### config.mk
export PLATFORM = sky130hd
export DESIGN_NAME = mesi_line_ctrl
export DESIGN_NICKNAME = d
export VERILOG_FILES = /design/src/rtl/mesi_pkg.sv /design/src/rtl/mesi_state_array.sv /design/src/rtl/mesi_local_fsm.sv /design/src/rtl/mesi_snoop_unit.sv /design/src/rtl/mesi_line_ctrl.sv
export SDC_FILE = /design/constraint.sdc
export NUM_CORES = 1
export LEC_CHECK = 0
export BUFFER_PORTS_ARGS = -buffer_cell sky130_fd_sc_hd__buf_2
export CAP_MARGIN = 25
export CORE_MARGIN = 3
export CORE_UTILIZATION = 32
export CTS_BUF_LIST = sky130_fd_sc_hd__clkbuf_8
export DETAILED_ROUTE_END_ITERATION = 10
export GPL_TIMING_DRIVEN = 0
export SKIP_CTS_REPAIR_TIMING = 1
export SYNTH_ARGS = -nofsm -noshare
export SYNTH_HDL_FRONTEND = slang
export SYNTH_SLANG_ARGS = --single-unit
### constraint.sdc
create_clock -name clk -period 3.1 [get_ports clk]
set_input_delay 0.62 -clock clk [delete_from_list [all_inputs] [get_ports clk]]
set_output_delay 0.62 -clock clk [all_outputs]
set_load 0.03 [all_outputs]
### src/rtl/mesi_pkg.sv
package mesi_pkg;

    typedef enum logic [1:0] {
        LN_I = 2'd0,
        LN_S = 2'd1,
        LN_E = 2'd2,
        LN_M = 2'd3
    } line_st_t;

    typedef enum logic [1:0] {
        OP_RD  = 2'd0,
        OP_WR  = 2'd1,
        OP_EV  = 2'd2,
        OP_NOP = 2'd3
    } loc_op_t;

    typedef enum logic [1:0] {
        LF_IDLE  = 2'd0,
        LF_QUERY = 2'd1,
        LF_FILL  = 2'd2
    } lfsm_t;

endpackage

### src/rtl/mesi_state_array.sv
module mesi_state_array
    import mesi_pkg::*;
#(
    parameter int LINES = 8,
    parameter int IW    = 3
) (
    input  logic          clk,
    input  logic          rst_n,
    input  logic          a_we,
    input  logic [IW-1:0] a_idx,
    input  line_st_t      a_st,
    input  logic          b_we,
    input  logic [IW-1:0] b_idx,
    input  line_st_t      b_st,
    input  logic [IW-1:0] ra_idx,
    output line_st_t      ra_st,
    input  logic [IW-1:0] rb_idx,
    output line_st_t      rb_st,
    input  logic [IW-1:0] rc_idx,
    output line_st_t      rc_st
);

    line_st_t mem [LINES];

    // One register per line; the snoop port (b) wins a same-line clash.
    for (genvar g = 0; g < LINES; g++) begin : g_line
        always_ff @(posedge clk) begin
            if (!rst_n)
                mem[g] <= LN_I;
            else if (b_we && b_idx == IW'(g))
                mem[g] <= b_st;
            else if (a_we && a_idx == IW'(g))
                mem[g] <= a_st;
        end
    end

    assign ra_st = mem[ra_idx];
    assign rb_st = mem[rb_idx];
    assign rc_st = mem[rc_idx];

    // the stall keeps a snoop and a fill from hitting one line together
    a_r8_no_write_clash: assert property (@(posedge clk) disable iff (!rst_n)
        (a_we && b_we) |-> (a_idx != b_idx));

endmodule

### src/rtl/mesi_local_fsm.sv
module mesi_local_fsm
    import mesi_pkg::*;
#(
    parameter int IW = 3
) (
    input  logic          clk,
    input  logic          rst_n,
    input  logic          ro_mode,
    input  logic          loc_valid,
    input  loc_op_t       loc_op,
    input  logic [IW-1:0] loc_idx,
    input  line_st_t      cur_st,
    input  logic          snp_valid,
    input  logic          qry_resp_valid,
    input  logic          qry_shared,
    input  logic          qry_modified,
    input  logic          fill_done,
    output logic          loc_ready,
    output logic          qry_valid,
    output logic          qry_rfo,
    output logic          busy,
    output logic [IW-1:0] pend_idx,
    output logic          wr_en,
    output logic [IW-1:0] wr_idx,
    output line_st_t      wr_st,
    output logic          loc_done,
    output logic          wb_pulse,
    output logic [IW-1:0] wb_idx
);

    lfsm_t         st_q, st_d;
    logic [IW-1:0] pend_q;
    logic          rfo_q;
    line_st_t      fill_q;

    logic          acc, go_miss, go_rfo, hit_done, hit_wr, hit_wb;
    line_st_t      hit_st;

    assign loc_ready = (st_q == LF_IDLE) && !snp_valid;
    assign acc       = loc_valid && loc_ready;

    // Request decode against the line's present state
    always_comb begin
        go_miss  = 1'b0;
        go_rfo   = 1'b0;
        hit_done = 1'b0;
        hit_wr   = 1'b0;
        hit_wb   = 1'b0;
        hit_st   = LN_I;
        if (acc) begin
            unique case (loc_op)
                OP_RD: begin
                    if (cur_st == LN_I) go_miss  = 1'b1;
                    else                hit_done = 1'b1;
                end
                OP_WR: begin
                    if (ro_mode) begin
                        hit_done = 1'b1;
                    end else if (cur_st == LN_I || cur_st == LN_S) begin
                        go_miss = 1'b1;
                        go_rfo  = 1'b1;
                    end else begin
                        hit_done = 1'b1;
                        hit_wr   = (cur_st == LN_E);
                        hit_st   = LN_M;
                    end
                end
                OP_EV: begin
                    hit_done = 1'b1;
                    hit_wr   = (cur_st != LN_I);
                    hit_st   = LN_I;
                    hit_wb   = (cur_st == LN_M);
                end
                default: hit_done = 1'b1;
            endcase
        end
    end

    // Next-state logic
    always_comb begin
        st_d = st_q;
        unique case (st_q)
            LF_IDLE:  if (go_miss)        st_d = LF_QUERY;
            LF_QUERY: if (qry_resp_valid) st_d = LF_FILL;
            LF_FILL:  if (fill_done)      st_d = LF_IDLE;
            default:                      st_d = LF_IDLE;
        endcase
    end

    // State register and registered pulses
    always_ff @(posedge clk) begin
        if (!rst_n) begin
            st_q     <= LF_IDLE;
            pend_q   <= '0;
            rfo_q    <= 1'b0;
            fill_q   <= LN_I;
            loc_done <= 1'b0;
            wb_pulse <= 1'b0;
            wb_idx   <= '0;
        end else begin
            st_q     <= st_d;
            loc_done <= hit_done || (st_q == LF_FILL && fill_done);
            wb_pulse <= hit_wb;
            if (hit_wb) wb_idx <= loc_idx;
            if (go_miss) begin
                pend_q <= loc_idx;
                rfo_q  <= go_rfo;
            end
            if (st_q == LF_QUERY && qry_resp_valid) begin
                if (rfo_q)
                    fill_q <= LN_M;
                else if (ro_mode || qry_shared || qry_modified)
                    fill_q <= LN_S;
                else
                    fill_q <= LN_E;
            end
        end
    end

    // Outputs
    always_comb begin
        qry_valid = (st_q == LF_QUERY);
        qry_rfo   = qry_valid && rfo_q;
        busy      = (st_q != LF_IDLE);
        pend_idx  = pend_q;
        if (st_q == LF_FILL && fill_done) begin
            wr_en  = 1'b1;
            wr_idx = pend_q;
            wr_st  = fill_q;
        end else begin
            wr_en  = hit_wr;
            wr_idx = loc_idx;
            wr_st  = hit_st;
        end
    end

    a_r2_read_miss_query: assert property (@(posedge clk) disable iff (!rst_n)
        (loc_valid && loc_ready && loc_op == OP_RD && cur_st == LN_I)
        |=> (qry_valid && !qry_rfo));

    a_r3_write_miss_rfo: assert property (@(posedge clk) disable iff (!rst_n)
        (loc_valid && loc_ready && loc_op == OP_WR && !ro_mode &&
         (cur_st == LN_I || cur_st == LN_S))
        |=> (qry_valid && qry_rfo));

    a_r4_silent_upgrade: assert property (@(posedge clk) disable iff (!rst_n)
        (loc_valid && loc_ready && loc_op == OP_WR && !ro_mode && cur_st == LN_E)
        |=> (loc_done && !qry_valid));

    a_r9_busy_blocks: assert property (@(posedge clk) disable iff (!rst_n)
        busy |-> !loc_ready);

    a_r10_ro_states: assert property (@(posedge clk) disable iff (!rst_n)
        (ro_mode && wr_en) |-> (wr_st == LN_S || wr_st == LN_I));

    a_r11_evict_dirty: assert property (@(posedge clk) disable iff (!rst_n)
        (loc_valid && loc_ready && loc_op == OP_EV && cur_st == LN_M)
        |=> (wb_pulse && wb_idx == $past(loc_idx)));

endmodule

### src/rtl/mesi_snoop_unit.sv
module mesi_snoop_unit
    import mesi_pkg::*;
#(
    parameter int IW = 3
) (
    input  logic          clk,
    input  logic          rst_n,
    input  logic          snp_valid,
    input  logic          snp_inv,
    input  logic [IW-1:0] snp_idx,
    input  logic          busy,
    input  logic [IW-1:0] pend_idx,
    input  line_st_t      cur_st,
    output logic          snp_ready,
    output logic          wr_en,
    output logic [IW-1:0] wr_idx,
    output line_st_t      wr_st,
    output logic          resp_valid,
    output logic          hit,
    output logic          hitm,
    output logic          wb_pulse,
    output logic [IW-1:0] wb_idx
);

    logic     acc;
    line_st_t nxt;

    assign snp_ready = !(busy && pend_idx == snp_idx);
    assign acc       = snp_valid && snp_ready;

    always_comb begin
        unique case (cur_st)
            LN_M:    nxt = snp_inv ? LN_I : LN_S;
            LN_E:    nxt = snp_inv ? LN_I : LN_S;
            LN_S:    nxt = snp_inv ? LN_I : LN_S;
            default: nxt = LN_I;
        endcase
        wr_en  = acc && (nxt != cur_st);
        wr_idx = snp_idx;
        wr_st  = nxt;
    end

    always_ff @(posedge clk) begin
        if (!rst_n) begin
            resp_valid <= 1'b0;
            hit        <= 1'b0;
            hitm       <= 1'b0;
            wb_pulse   <= 1'b0;
            wb_idx     <= '0;
        end else begin
            resp_valid <= acc;
            hit        <= acc && (cur_st == LN_S || cur_st == LN_E);
            hitm       <= acc && (cur_st == LN_M);
            wb_pulse   <= acc && (cur_st == LN_M);
            if (acc) wb_idx <= snp_idx;
        end
    end

    a_r7_hit_exclusive: assert property (@(posedge clk) disable iff (!rst_n)
        (hit || hitm) |-> (resp_valid && !(hit && hitm)));

    a_r5_dirty_snoop_wb: assert property (@(posedge clk) disable iff (!rst_n)
        (snp_valid && snp_ready && cur_st == LN_M) |=> (hitm && wb_pulse));

    a_r6_invalidate: assert property (@(posedge clk) disable iff (!rst_n)
        (snp_valid && snp_ready && snp_inv)
        |-> (cur_st == LN_I || (wr_en && wr_st == LN_I)));

endmodule

### src/rtl/mesi_line_ctrl.sv
module mesi_line_ctrl
    import mesi_pkg::*;
#(
    parameter int  LINES = 8,
    localparam int IW    = (LINES > 1) ? $clog2(LINES) : 1
) (
    input  logic          clk,
    input  logic          rst_n,
    input  logic          ro_mode,
    input  logic          loc_valid,
    input  logic [1:0]    loc_op,
    input  logic [IW-1:0] loc_idx,
    output logic          loc_ready,
    output logic          loc_done,
    output logic          qry_valid,
    output logic          qry_rfo,
    input  logic          qry_resp_valid,
    input  logic          qry_shared,
    input  logic          qry_modified,
    input  logic          fill_done,
    input  logic          snp_valid,
    input  logic          snp_inv,
    input  logic [IW-1:0] snp_idx,
    output logic          snp_ready,
    output logic          snp_resp_valid,
    output logic          snp_hit,
    output logic          snp_hitm,
    output logic          wb_strobe,
    output logic [IW-1:0] wb_idx,
    input  logic [IW-1:0] look_idx,
    output logic [1:0]    look_state
);

    line_st_t      loc_cur, snp_cur, look_cur;
    logic          l_we, s_we, busy;
    logic [IW-1:0] l_widx, s_widx, pend_idx;
    line_st_t      l_wst, s_wst;
    logic          l_wb, s_wb;
    logic [IW-1:0] l_wbidx, s_wbidx;

    mesi_state_array #(.LINES(LINES), .IW(IW)) u_array (
        .clk    (clk),
        .rst_n  (rst_n),
        .a_we   (l_we),
        .a_idx  (l_widx),
        .a_st   (l_wst),
        .b_we   (s_we),
        .b_idx  (s_widx),
        .b_st   (s_wst),
        .ra_idx (loc_idx),
        .ra_st  (loc_cur),
        .rb_idx (snp_idx),
        .rb_st  (snp_cur),
        .rc_idx (look_idx),
        .rc_st  (look_cur)
    );

    mesi_local_fsm #(.IW(IW)) u_local (
        .clk            (clk),
        .rst_n          (rst_n),
        .ro_mode        (ro_mode),
        .loc_valid      (loc_valid),
        .loc_op         (loc_op_t'(loc_op)),
        .loc_idx        (loc_idx),
        .cur_st         (loc_cur),
        .snp_valid      (snp_valid),
        .qry_resp_valid (qry_resp_valid),
        .qry_shared     (qry_shared),
        .qry_modified   (qry_modified),
        .fill_done      (fill_done),
        .loc_ready      (loc_ready),
        .qry_valid      (qry_valid),
        .qry_rfo        (qry_rfo),
        .busy           (busy),
        .pend_idx       (pend_idx),
        .wr_en          (l_we),
        .wr_idx         (l_widx),
        .wr_st          (l_wst),
        .loc_done       (loc_done),
        .wb_pulse       (l_wb),
        .wb_idx         (l_wbidx)
    );

    mesi_snoop_unit #(.IW(IW)) u_snoop (
        .clk        (clk),
        .rst_n      (rst_n),
        .snp_valid  (snp_valid),
        .snp_inv    (snp_inv),
        .snp_idx    (snp_idx),
        .busy       (busy),
        .pend_idx   (pend_idx),
        .cur_st     (snp_cur),
        .snp_ready  (snp_ready),
        .wr_en      (s_we),
        .wr_idx     (s_widx),
        .wr_st      (s_wst),
        .resp_valid (snp_resp_valid),
        .hit        (snp_hit),
        .hitm       (snp_hitm),
        .wb_pulse   (s_wb),
        .wb_idx     (s_wbidx)
    );

    assign wb_strobe  = l_wb | s_wb;
    assign wb_idx     = s_wb ? s_wbidx : l_wbidx;
    assign look_state = look_cur;

    // evictions and snoops are never accepted together, so strobes never collide
    a_r11_single_wb_source: assert property (@(posedge clk) disable iff (!rst_n)
        !(l_wb && s_wb));

    // a presented snoop always takes precedence over local requests
    a_r9_snoop_first: assert property (@(posedge clk) disable iff (!rst_n)
        snp_valid |-> !loc_ready);

endmodule

# After elaboration in Yosys (flattened, before gate mapping)
# Memory sizes are Yosys's and may differ from the RTL's.
# Cells that the tools add are included.
# word_totals
register_bits	19
latchBits	0
mem_bits_rw	16
romBits	0
inputBits	21
out_inout_bits	14
elab_cells	207
mem_count	1
# mem_list
name	depth	word_bits	read_ports	rd_clocked_by_memory_dff	wr	line	text
u_array.mem	8	2	3	0	8	mesi_state_array.sv:23	line_st_t mem [LINES];
# op_classes
addsub	0
multipliers	0
n_div	0
order_cmp	0
n_eq_ne	29
n_shift	0
muxes	107
bitwise	17
n_reduce_logical	42
# op_table
op	count
$mux 1	74
$mux 2	27
$logic_and 1x1->1	26
$eq 3x3->1 const B	8
$or 1x1->1	17
$eq 2x2->1 const B	6
$eq 3x2->1 const B	4
$eq 2x1->1 const B	4
$eq 3x1->1 const B	2
$logic_not 2->1	3
$logic_not 3->1	2
$mux 3	2
$pmux 1 s2	3
$pmux 2 s3	1
$logic_or 1x1->1	5
$ne 2x1->1 const B	2
$reduce_bool 2->1	2
$eq 3x3->1	1
$reduce_and 3->1	1
$reduce_or 3->1	1
$logic_not 1->1	2
$ne 2x2->1	1
$ne 2x2->1 const B	1

# Logic depth before layout (Yosys ltp)
# An unclocked memory read counts as a cell.
# logic_depth
depth_word	14
depth_mapped	9

# Cells and area by module
# From an unflattened synthesis, not the netlist that was laid out.
# hier_totals
hier_cells	220
hier_area_um2	2311.0
# by_module_without_submodules
mod	instances	cells_each	area_per_inst_um2	seq_area_each_um2
mesi_state_array	1	94	1217.4	480.5
mesi_local_fsm	1	84	699.4	260.2
mesi_snoop_unit	1	38	354.1	120.1
mesi_line_ctrl	1	4	40.0	0.0

# Worst setup path after synthesis
# OpenSTA, ideal clock, no wires.
# synth_timing
path_type	input to register
startpoint	input port snp_idx[1]
endpoint	memory u_array.mem[4][0] in the netlist's numbering (enable)
arrival_time_ns	2.457
slack_ns	0.317
path_stages	9
cell_sequence	buf_2 > mux4_2 > mux2i_4 > ha_1 > nor2_1 > xor2_1 > nand2_2 > nand4_1 > o221ai_1
# synth_rtl
item	line	text
start, declared	mesi_line_ctrl.sv:23	input logic [IW-1:0] snp_idx,
end, declared	mesi_state_array.sv:23	

==> flow_metrics.tcl <==
set metrics [dict create \
    nets 295 \
    die-width_um 92.13 \
    dr.pass1.iters 4 \
    grtUsageMet1_pct 20.07 \
    ys.warnings.count 0 \
    synth_edf_count 16 \
    drtAntennaViolNets 0 \
    globalplace.congestion 0.8957 \
    grt.overflow.total 0 \
    grtUsageTotal_pct 15.14 \
    via_per_inst 5.391 \
    drt_wl_total_mm 6.024 \
    outcome "finished clean" \
    start_util_pct 34.00 \
    clock-sinks 35 \
    synth.most_common_cell "dfxtp_1" \
    grt_pass1_vias 1951 \
    syn_nets 255 \
    seq_area_frac_synth_pct 36.27 \
    critical_path_class "in -> reg" \
    yosys-top-cells-area "edfxtp_1 20%, dfxtp_1 16%, mux4_2 8.5%" \
    cts_buffers 5 \
    synth_ff_type "dfxtp_1" \
    yosysTopAreaCellShare_pct 20.24 \
    num_rows 30 \
    clock_path_buffers 2 \
    use_met3_pct 3.445 \
    wl_per_cell_um 16.46 \
    async_reset_ff_share_pct 0 \
    fin_setup_tns_ns 0 \
    h-tree-depth 2 \
    crit_fanout 10 \
    diodes 0 \
    fin_worst_skew_ns 0.005404 \
    maxCapViolations 0 \
    p_per_area_nw_per_um2 412.8 \
    yosysTopAreaCell "edfxtp_1" \
    portBuffers 32 \
    ioPinCount 35 \
    ff2ff_setup_slack_ns 0.44 \
    drive_above_1_share_pct 28.15 \
    path_clk_slew_ns 0.07 \
    grt_max_degree 12 \
    cts_tree "built" \
    finalCriticalPeriod_ns 2.960 \
    hold_viol 0 \
    final_cells 366 \
    syn_to_final_growth_pct 17.98 \
    synth_common_cells "19 x dfxtp_1, 16 x edfxtp_1, 14 x nor2b_1" \
    antenna_found_initial 0 \
    postLayoutCellArea_um2 2800 \
    dp.final_hpwl_mm 4.639 \
    syn_avg_cell_area_um2 10.36 \
    ys_types 52 \
    drt-initial-drc-count 245 \
    cts-root-buf "clkbuf_8" \
    dr_total_vias 1973 \
    cp-end-kind "register" \
    placed_cell_area_um2 2654 \
    fmax_mhz 337.8 \
    slew_headroom_pct 47.69 \
    die_h_um 92.13 \
    p_leak_nw 1.076 \
    holdWs_ns 0.4730 \
    setup_violations 0 \
    netlist_area_um2 2374 \
    clock_latency_ns 0.29 \
    syn_inst 229 \
    fp.dieArea_um2 8487 \
    hold_class "reg -> reg" \
    crit_required_ns 3.07 \
    ys_ff_latch 35 \
    critPathLaunchType "input port" \
    core-area_um2 6982 \
    tightest_slew_ns 0.7765 \
    top_usage_layer "met2" \
    power_w 0.001156 \
    period_share_pct 95.50 \
    drc_errors 0 \
    dpl.cell_count 357 \
    drv_slew 0 \
    rsz0062_at_grt "no" \
    use_met2_pct 23.66 \
    arrival_ns 2.93 \
    grt_pass1_wl_mm 10.04 \
    ir_worst_vdd_v 0.0001446 \
]
logic make-up (layout without fill, tap and decap cells):
family | count (synthesis) | count (layout) | share of synthesized area, %
AO/OA/AOI/OAI | 51 | 51 | 16.24
XOR/XNOR | 4 | 4 | 1.476
adder cells (fa/ha/maj) | 5 | 5 | 2.636
buffers and inverters | 21 | 62 | 3.901
flip-flops | 35 | 35 | 36.27
multiplexers | 29 | 29 | 19.24
AND/OR/NAND/NOR | 84 | 84 | 20.24
placed cells by master (no fill, tap or decap), types with 7 or more instances in the layout:
cell type	synthesis	layout
and2_1	8	8
edfxtp_1	16	16
mux2i_1	10	10
inv_1	9	9
dfxtp_1	19	19
nor2b_1	14	14
nor3_1	8	8
mux4_2	9	9
and3_1	7	7
nand2b_1	8	8
o21ai_0	9	9
nor2_1	8	8
buf_2	5	36
nand2_1	10	10
stage by stage:
stage,util (%),setup WS [ns]
after CTS,39.70,0.03188
final,40.11,0.1396
after detailed placement,38.01,-0.2632
after global placement,38.01,-0.2485
after floorplan,-,0.3166
after global routing,40.11,0.02344
per-layer routing:
metal / vias up / routed length (um)
li1: 951 / -
met1: 948 / 2700
met2: 70 / 2854
met3: 4 / 411
met4: 0 / 57
met5: - / 0
power by group:
part / switching, W / internal (W) / leakage [nW]
clock: 0.000168 / 0.000260 / 0.0612
sequential: 0.0000140 / 0.000499 / 0.321
combinational: 0.000124 / 0.0000897 / 0.694
registers in the layout (all words and copies together), names as in the netlist, 2 cells and up:
signal and cells:
u_local.fill_q 2, u_local.pend_idx 3, u_snoop.wb_idx 3, u_local.wb_idx 3
u_array.mem 16, u_local.st_q 2
final timing paths:
check / start / to / cells after the start
worst max register to register: u_array.mem[1][0] / u_array.mem[7][1] / 9
worst max-delay path: snp_idx[1] / u_array.mem[7][1] / 11
worst min register to register: u_snoop.wb_idx[0] / u_snoop.wb_idx[0] / 2
worst min-delay path: u_snoop.wb_idx[0] / u_snoop.wb_idx[0] / 2
final cells by class:
type	count	area, um^2
Tap cell	96	120.1
Clock inverter	2	35.03
Buffer	12	61.31
Clock buffer	6	82.58
Timing Repair Buffer	33	167.7
Inverter	9	33.78
Fill cell	705	4182
Multi-Input combinational cell	173	1439
Sequential cell	35	860.8
critical path: stages:
cell and delay, ns:
buf_2 0.16, clkbuf_4 0.24, mux4_2 0.56, mux2i_4 0.21
ha_1 0.18, nor2_1 0.07, xor2_1 0.16, nand2_2 0.18
nand4_1 0.11, buf_4 0.19, o221ai_1 0.24
Note: power is estimated with default switching activity, not from simulation.
